<file path="src/rtl/uart_regbank_pkg.sv">
package uart_regbank_pkg;

    localparam int DW    = 8;
    localparam int AW    = 3;
    localparam int NSRC  = 4;
    localparam int NSEL  = 11;
    localparam int SELW  = $clog2(NSEL);
    localparam int MCW   = 5;

    typedef enum logic [SELW-1:0] {
        SEL_DATA, SEL_IEN, SEL_IDF, SEL_LCTL, SEL_MCTL, SEL_LSTAT,
        SEL_MSTAT, SEL_SCR, SEL_DIVL, SEL_DIVH, SEL_ALT
    } sel_e;

    typedef struct packed {
        logic mdm;
        logic line;
        logic tx;
        logic rx;
    } ien_t;

    localparam logic [2:0] ID_LINE = 3'b011;
    localparam logic [2:0] ID_RX   = 3'b010;
    localparam logic [2:0] ID_TX   = 3'b001;
    localparam logic [2:0] ID_MDM  = 3'b000;

    function automatic sel_e map_sel(input logic [AW-1:0] a, input logic bank);
        case (a)
            3'd0:    return bank ? SEL_DIVL : SEL_DATA;
            3'd1:    return bank ? SEL_DIVH : SEL_IEN;
            3'd2:    return bank ? SEL_ALT  : SEL_IDF;
            3'd3:    return SEL_LCTL;
            3'd4:    return SEL_MCTL;
            3'd5:    return SEL_LSTAT;
            3'd6:    return SEL_MSTAT;
            default: return SEL_SCR;
        endcase
    endfunction

endpackage

</file>
<file path="src/rtl/uart_rb_decode.sv">
module uart_rb_decode
    import uart_regbank_pkg::*;
(
    input  logic [AW-1:0]   addr,
    input  logic            bank,
    input  logic            rd,
    input  logic            wr,
    output sel_e            cur_sel,
    output logic [NSEL-1:0] rd_hit,
    output logic [NSEL-1:0] wr_hit
);
    assign cur_sel = map_sel(addr, bank);

    for (genvar g = 0; g < NSEL; g++) begin : g_hit
        assign rd_hit[g] = rd && (cur_sel == sel_e'(SELW'(g)));
        assign wr_hit[g] = wr && (cur_sel == sel_e'(SELW'(g)));
    end
endmodule

</file>
<file path="src/rtl/uart_rb_status.sv">
module uart_rb_status
    import uart_regbank_pkg::*;
(
    input  logic            clk,
    input  logic            rst,
    input  logic [NSRC-1:0] line_err,
    input  logic            rx_ready,
    input  logic            thr_empty,
    input  logic            tx_idle,
    input  logic [NSRC-1:0] mdm_in,
    input  logic            lsr_rd,
    input  logic            msr_rd,
    output logic [DW-1:0]   lsr,
    output logic [DW-1:0]   msr
);
    logic [NSRC-1:0] err_q, dlt_q, pins_q, evt;

    // RI (pin 2) only counts its falling edge; other pins count any change
    always_comb begin
        evt    = pins_q ^ mdm_in;
        evt[2] = pins_q[2] & ~mdm_in[2];
    end

    always_ff @(posedge clk) begin
        if (rst) begin
            err_q  <= '0;
            dlt_q  <= '0;
            pins_q <= mdm_in;
        end else begin
            pins_q <= mdm_in;
            // events arriving in the clearing cycle survive the read
            err_q  <= lsr_rd ? line_err : (err_q | line_err);
            dlt_q  <= msr_rd ? evt      : (dlt_q | evt);
        end
    end

    assign lsr = {|err_q, tx_idle, thr_empty, err_q, rx_ready};
    assign msr = {mdm_in, dlt_q};
endmodule

</file>
<file path="src/rtl/uart_rb_irq.sv">
module uart_rb_irq
    import uart_regbank_pkg::*;
(
    input  logic       clk,
    input  logic       rst,
    input  ien_t       ien,
    input  logic       line_src,
    input  logic       rx_src,
    input  logic       thr_empty,
    input  logic       mdm_src,
    input  logic       id_rd,
    input  logic       thr_wr,
    output logic [3:0] ident,
    output logic       irq
);
    logic            thr_q, en_tx_q, tx_pend, any;
    logic [2:0]      code;
    logic [NSRC-1:0] act;

    always_comb begin
        act  = {mdm_src & ien.mdm, tx_pend & ien.tx, rx_src & ien.rx, line_src & ien.line};
        any  = |act;
        if (act[0])      code = ID_LINE;
        else if (act[1]) code = ID_RX;
        else if (act[2]) code = ID_TX;
        else             code = ID_MDM;
    end

    wire tx_set = thr_empty & (~thr_q | (ien.tx & ~en_tx_q));
    wire tx_clr = thr_wr | (id_rd & any & (code == ID_TX));

    always_ff @(posedge clk) begin
        if (rst) begin
            thr_q   <= thr_empty;
            en_tx_q <= 1'b0;
            tx_pend <= 1'b0;
        end else begin
            thr_q   <= thr_empty;
            en_tx_q <= ien.tx;
            if (tx_clr)      tx_pend <= 1'b0;
            else if (tx_set) tx_pend <= 1'b1;
        end
    end

    assign ident = {code, ~any};
    assign irq   = any;
endmodule

</file>
<file path="src/rtl/uart_regbank.sv">
module uart_regbank
    import uart_regbank_pkg::*;
(
    input  logic            clk,
    input  logic            rst,
    input  logic [AW-1:0]   addr,
    input  logic            rd,
    input  logic            wr,
    input  logic [DW-1:0]   wdata,
    output logic [DW-1:0]   rdata,
    input  logic [DW-1:0]   rx_data,
    input  logic            rx_ready,
    output logic            rx_pop,
    output logic [DW-1:0]   tx_data,
    output logic            tx_push,
    input  logic            thr_empty,
    input  logic            tx_idle,
    input  logic [NSRC-1:0] line_err,
    input  logic [NSRC-1:0] modem_in,
    output logic            rx_fifo_clr,
    output logic            tx_fifo_clr,
    output logic            fifo_en,
    output logic [1:0]      rx_trig,
    output logic [DW-1:0]   line_ctrl,
    output logic [MCW-1:0]  modem_ctrl,
    output logic [2*DW-1:0] divisor,
    output logic [DW-1:0]   alt_func,
    output logic            irq
);
    sel_e            cur_sel;
    logic [NSEL-1:0] rd_hit, wr_hit;
    ien_t            ien;
    logic [DW-1:0]   scr, div_lo, div_hi, lsr, msr;
    logic [3:0]      ident;

    uart_rb_decode u_dec (
        .addr(addr), .bank(line_ctrl[DW-1]), .rd(rd), .wr(wr),
        .cur_sel(cur_sel), .rd_hit(rd_hit), .wr_hit(wr_hit)
    );

    uart_rb_status u_stat (
        .clk(clk), .rst(rst), .line_err(line_err), .rx_ready(rx_ready),
        .thr_empty(thr_empty), .tx_idle(tx_idle), .mdm_in(modem_in),
        .lsr_rd(rd_hit[SEL_LSTAT]), .msr_rd(rd_hit[SEL_MSTAT]),
        .lsr(lsr), .msr(msr)
    );

    uart_rb_irq u_irq (
        .clk(clk), .rst(rst), .ien(ien),
        .line_src(|lsr[4:1]), .rx_src(rx_ready), .thr_empty(thr_empty),
        .mdm_src(|msr[3:0]), .id_rd(rd_hit[SEL_IDF]), .thr_wr(wr_hit[SEL_DATA]),
        .ident(ident), .irq(irq)
    );

    always_ff @(posedge clk) begin
        if (rst) begin
            ien         <= '0;
            line_ctrl   <= '0;
            modem_ctrl  <= '0;
            scr         <= '0;
            div_lo      <= '0;
            div_hi      <= '0;
            alt_func    <= '0;
            fifo_en     <= 1'b0;
            rx_trig     <= '0;
            rx_fifo_clr <= 1'b1;
            tx_fifo_clr <= 1'b1;
        end else begin
            rx_fifo_clr <= wr_hit[SEL_IDF] & wdata[0] & wdata[1];
            tx_fifo_clr <= wr_hit[SEL_IDF] & wdata[0] & wdata[2];
            if (wr_hit[SEL_IEN])  ien        <= ien_t'(wdata[NSRC-1:0]);
            if (wr_hit[SEL_LCTL]) line_ctrl  <= wdata;
            if (wr_hit[SEL_MCTL]) modem_ctrl <= wdata[MCW-1:0];
            if (wr_hit[SEL_SCR])  scr        <= wdata;
            if (wr_hit[SEL_DIVL]) div_lo     <= wdata;
            if (wr_hit[SEL_DIVH]) div_hi     <= wdata;
            if (wr_hit[SEL_ALT])  alt_func   <= wdata;
            if (wr_hit[SEL_IDF]) begin
                fifo_en <= wdata[0];
                rx_trig <= wdata[7:6];
            end
        end
    end

    always_comb begin
        case (cur_sel)
            SEL_DATA:  rdata = rx_data;
            SEL_IEN:   rdata = {{(DW-NSRC){1'b0}}, ien};
            SEL_IDF:   rdata = {fifo_en, fifo_en, 2'b00, ident};
            SEL_LCTL:  rdata = line_ctrl;
            SEL_MCTL:  rdata = {{(DW-MCW){1'b0}}, modem_ctrl};
            SEL_LSTAT: rdata = lsr;
            SEL_MSTAT: rdata = msr;
            SEL_SCR:   rdata = scr;
            SEL_DIVL:  rdata = div_lo;
            SEL_DIVH:  rdata = div_hi;
            SEL_ALT:   rdata = alt_func;
            default:   rdata = '0;
        endcase
    end

    assign rx_pop  = rd_hit[SEL_DATA];
    assign tx_push = wr_hit[SEL_DATA];
    assign tx_data = wdata;
    assign divisor = {div_hi, div_lo};
endmodule

</file>
<file path="config.mk">
export PLATFORM = sky130hd
export DESIGN_NAME = uart_regbank
export DESIGN_NICKNAME = d
export VERILOG_FILES = /design/src/rtl/uart_regbank_pkg.sv /design/src/rtl/uart_rb_decode.sv /design/src/rtl/uart_rb_status.sv /design/src/rtl/uart_rb_irq.sv /design/src/rtl/uart_regbank.sv
export SDC_FILE = /design/constraint.sdc
export NUM_CORES = 1
export LEC_CHECK = 0
export ABC_AREA = 1
export BUFFER_PORTS_ARGS = -buffer_cell sky130_fd_sc_hd__buf_2
export CAP_MARGIN = 40
export CORE_MARGIN = 1.5
export CORE_UTILIZATION = 35
export CTS_CLUSTER_DIAMETER = 100
export CTS_CLUSTER_SIZE = 12
export DETAILED_ROUTE_END_ITERATION = 8
export GPL_TIMING_DRIVEN = 0
export PLACE_DENSITY = 0.62
export SLEW_MARGIN = 0
export SYNTH_ARGS = -nofsm -noshare
export SYNTH_HDL_FRONTEND = slang
export SYNTH_SLANG_ARGS = --single-unit
</file>
<file path="constraint.sdc">
create_clock -name clk -period 4.1 [get_ports clk]
set_input_delay 0.82 -clock clk [delete_from_list [all_inputs] [get_ports clk]]
set_output_delay 0.82 -clock clk [all_outputs]
set_load 0.005 [all_outputs]
</file>
==> metrics <==
max-slew violation count 0; Via Count 3394; DP Wirelength a little over 8 mm; critical path arrival 2.16 ns; most common library cell in the layout ignoring fill and taps nand2_1; total standard cell area after synthesis roughly 3200 µm²; share of cells above drive strength 1 25.0%; class of the most critical hold timing path flip-flop to flip-flop; achievable clock frequency between 300 and 400 MHz; leakage component of the power between 1.5 and 2 nW; Crit Path Max Fanout 10; portion of total power attributed to combinational logic approximately a tenth; mean area per synthesized cell 6.80 µm²; fraction of post-synthesis cell area in the top cell type by area 43.1%; Max Clock Skew about 0.012 ns; filler instances 936; Core Region 8810 µm²; Area after DPL 3800 µm²; final core utilization 45.4%; initial standard-cell utilization of the core 36.4%; drt total wl 10.7 mm; power density over cell area around 360 nW/µm²; CP endpoint kind output pin; worst path required time around 3.3 ns; routed vias/inst approximately 5; iteration count of the initial detailed-routing pass 7; Slew HR 57.9%; clock tree root buffer cell clkbuf_8; cells on worst reg2reg path 7; run status complete, but fails checks; die footprint 9730 µm²; most used cells in the layout excluding fill and tap cells nand2_1, buf_2, dfxtp_1; number of warning messages in the yosys log 0; fraction of power spent switching nets 27.4%; height of the die 98.7 µm; portion of total power attributed to the clock network 40.5%; number of antenna violations at the first check in global routing 0; cell count after placement 671; leading post-synthesis cells by cell area dfxtp_1, nand2_1, a21oi_1, nand3_1, nor2_1; sinks on the clock net 69; global routing usage summed across all routing layers 22.1%; Cell Rows 34; number of port buffers a little over 90; Initial DRC Count roughly 220; Max IR drop VDD 168 µV; fin cells around 700; Post-Syn Nets between 500 and 600; Crit Path Class primary input to output pin; Total Negative Setup Slacks 0 ns; die width approximately 99 µm; leading area contributor after synthesis dfxtp_1; setup bufs post-CTS 0; via count of the first global-routing pass approximately 3200; drt wl/cell 15.6 µm; latest clock arrival within the worst-skew pair roughly 0.35 ns; final-report setup violation count 0; remaining global-route overflow 0; failing checks design-rule violations; routability congestion estimate from global placement 0.890; Tcrit/Tclk final 72.6%; largest net degree at the start of global routing 13; wire length of the first global-routing pass 16.5 mm; count of different cell masters after synthesis 23; layout-stage area growth over the synthesis result 24.8%; MaxCap Viol Count 0; post-CTS resize count 0; number of nets in the layout 608; count of endpoints failing hold in the final timing report 0; internal power around 1.0 mW; Post-CTS Hold Fix Bufs 0; unrepaired setup endpoints after global routing false; Clock Tree Buf Depth 2; Least-Margin Pin Slew 0.632 ns; post-CTS clock slew at the launch and capture registers of the worst setup and hold paths 0.07 ns; instance count along the most critical hold path 2; Top Ports 95; count of antenna-violating nets left after detailed routing 0; finished layout cell area around 4000 µm²; instance count of the mapped netlist roughly 470; Critical Path Start Type primary input; antenna diode count 0; part of the Yosys area used for sequential elements between 40 and 50%; TritonCTS clock tree done; H-tree depth 3; cts bufs inserted 9; shortest clock period the worst path allows after layout 2.98 ns; number of synthesized register bits 69; # DRC 5; net switching power about 0.4 mW; register share of total power 48.9%
==> flip-flops by register name, indices dropped and copies added, names as in the netlist <==
register	count
ien	4
modem_ctrl	5
tx_fifo_clr	1
rx_fifo_clr	1
scr	8
u_stat.err_q	4
fifo_en	1
alt_func	8
u_irq.thr_q	1
rx_trig	2
u_stat.pins_q	4
u_irq.en_tx_q	1
u_irq.tx_pend	1
line_ctrl	8
div_lo	8
div_hi	8
u_stat.dlt_q	4
==> cell usage after synthesis <==
library cell and n:
nand2_1 132, dfxtp_1 69, a21oi_1 63, nor2_1 43
inv_1 36, nand3_1 36, o21ai_0 31, buf_4 10
buf_2 8, clkbuf_1 7, inv_2 5, nor2_2 5
nor2_4 4, nor3_1 4, nand2_2 3, nand4_1 3
o21ai_1 3, xnor2_1 3, nand3b_1 2, and3_1 1
clkbuf_2 1, nand2_4 1, o22ai_1 1
==> power by group through the flow <==
stage | registers [mW] | clock network [mW] | logic [mW]
floorplan | 0.714 | 0 | 0.0821
global placement | 0.717 | 0 | 0.150
detailed placement | 0.717 | 0 | 0.152
CTS | 0.702 | 0.575 | 0.152
global route | 0.704 | 0.614 | 0.169
finish | 0.702 | 0.581 | 0.152
==> layout make-up <==
cell class	instances	area [µm²]	area share (%)
multi-input combinational	335	1520	38.1
clock buffer	10	138	3.44
inverter	41	154	3.85
clock inverter	6	61.3	1.53
sequential	69	1380	34.6
buffer	26	146	3.66
timing repair buffer	92	460	11.5
tap	108	135	3.38
==> cells by family after synthesis <==
logic type | synth area share [%]
buf+inv | 9.38
xor+xnor | 0.820
flops | 43.1
simple gates | 31.3
compound gates | 15.4
==> stage by stage <==
stage	hold WS (ns)	worst slack [ns]	power (mW)
detailed placement	0.448	1.16	0.869
global placement	0.441	1.19	0.867
floorplan	0.429	1.75	0.797
finish	0.457	1.12	1.43
global route	0.496	1.01	1.49
CTS	0.458	1.16	1.43
==> final timing paths <==
check / endpoint / slack (ns) / start
max: rdata[3] / 1.12 / addr[0]
min: u_stat.dlt_q[2] / 0.46 / u_stat.pins_q[2]
max reg2reg: tx_fifo_clr / 2.59 / line_ctrl[7]
min reg2reg: u_stat.dlt_q[2] / 0.46 / u_stat.pins_q[2]
==> worst max-delay path: stages <==
cell and delay (ns):
buf_2 0.13, inv_2 0.07, nand2_1 0.13, nor2_1 0.24, buf_2 0.26, nand2_1 0.07
o21ai_0 0.16, nor2_1 0.08, nand3_1 0.08, buf_2 0.11
==> metal layers <==
metal	global-route usage (%)	share of wire, %
met5	0	0
met2	33.3	44
met1	31.4	48
met3	4.68	5.6
met4	7.36	1.5
(Power assumes the default switching activity.)
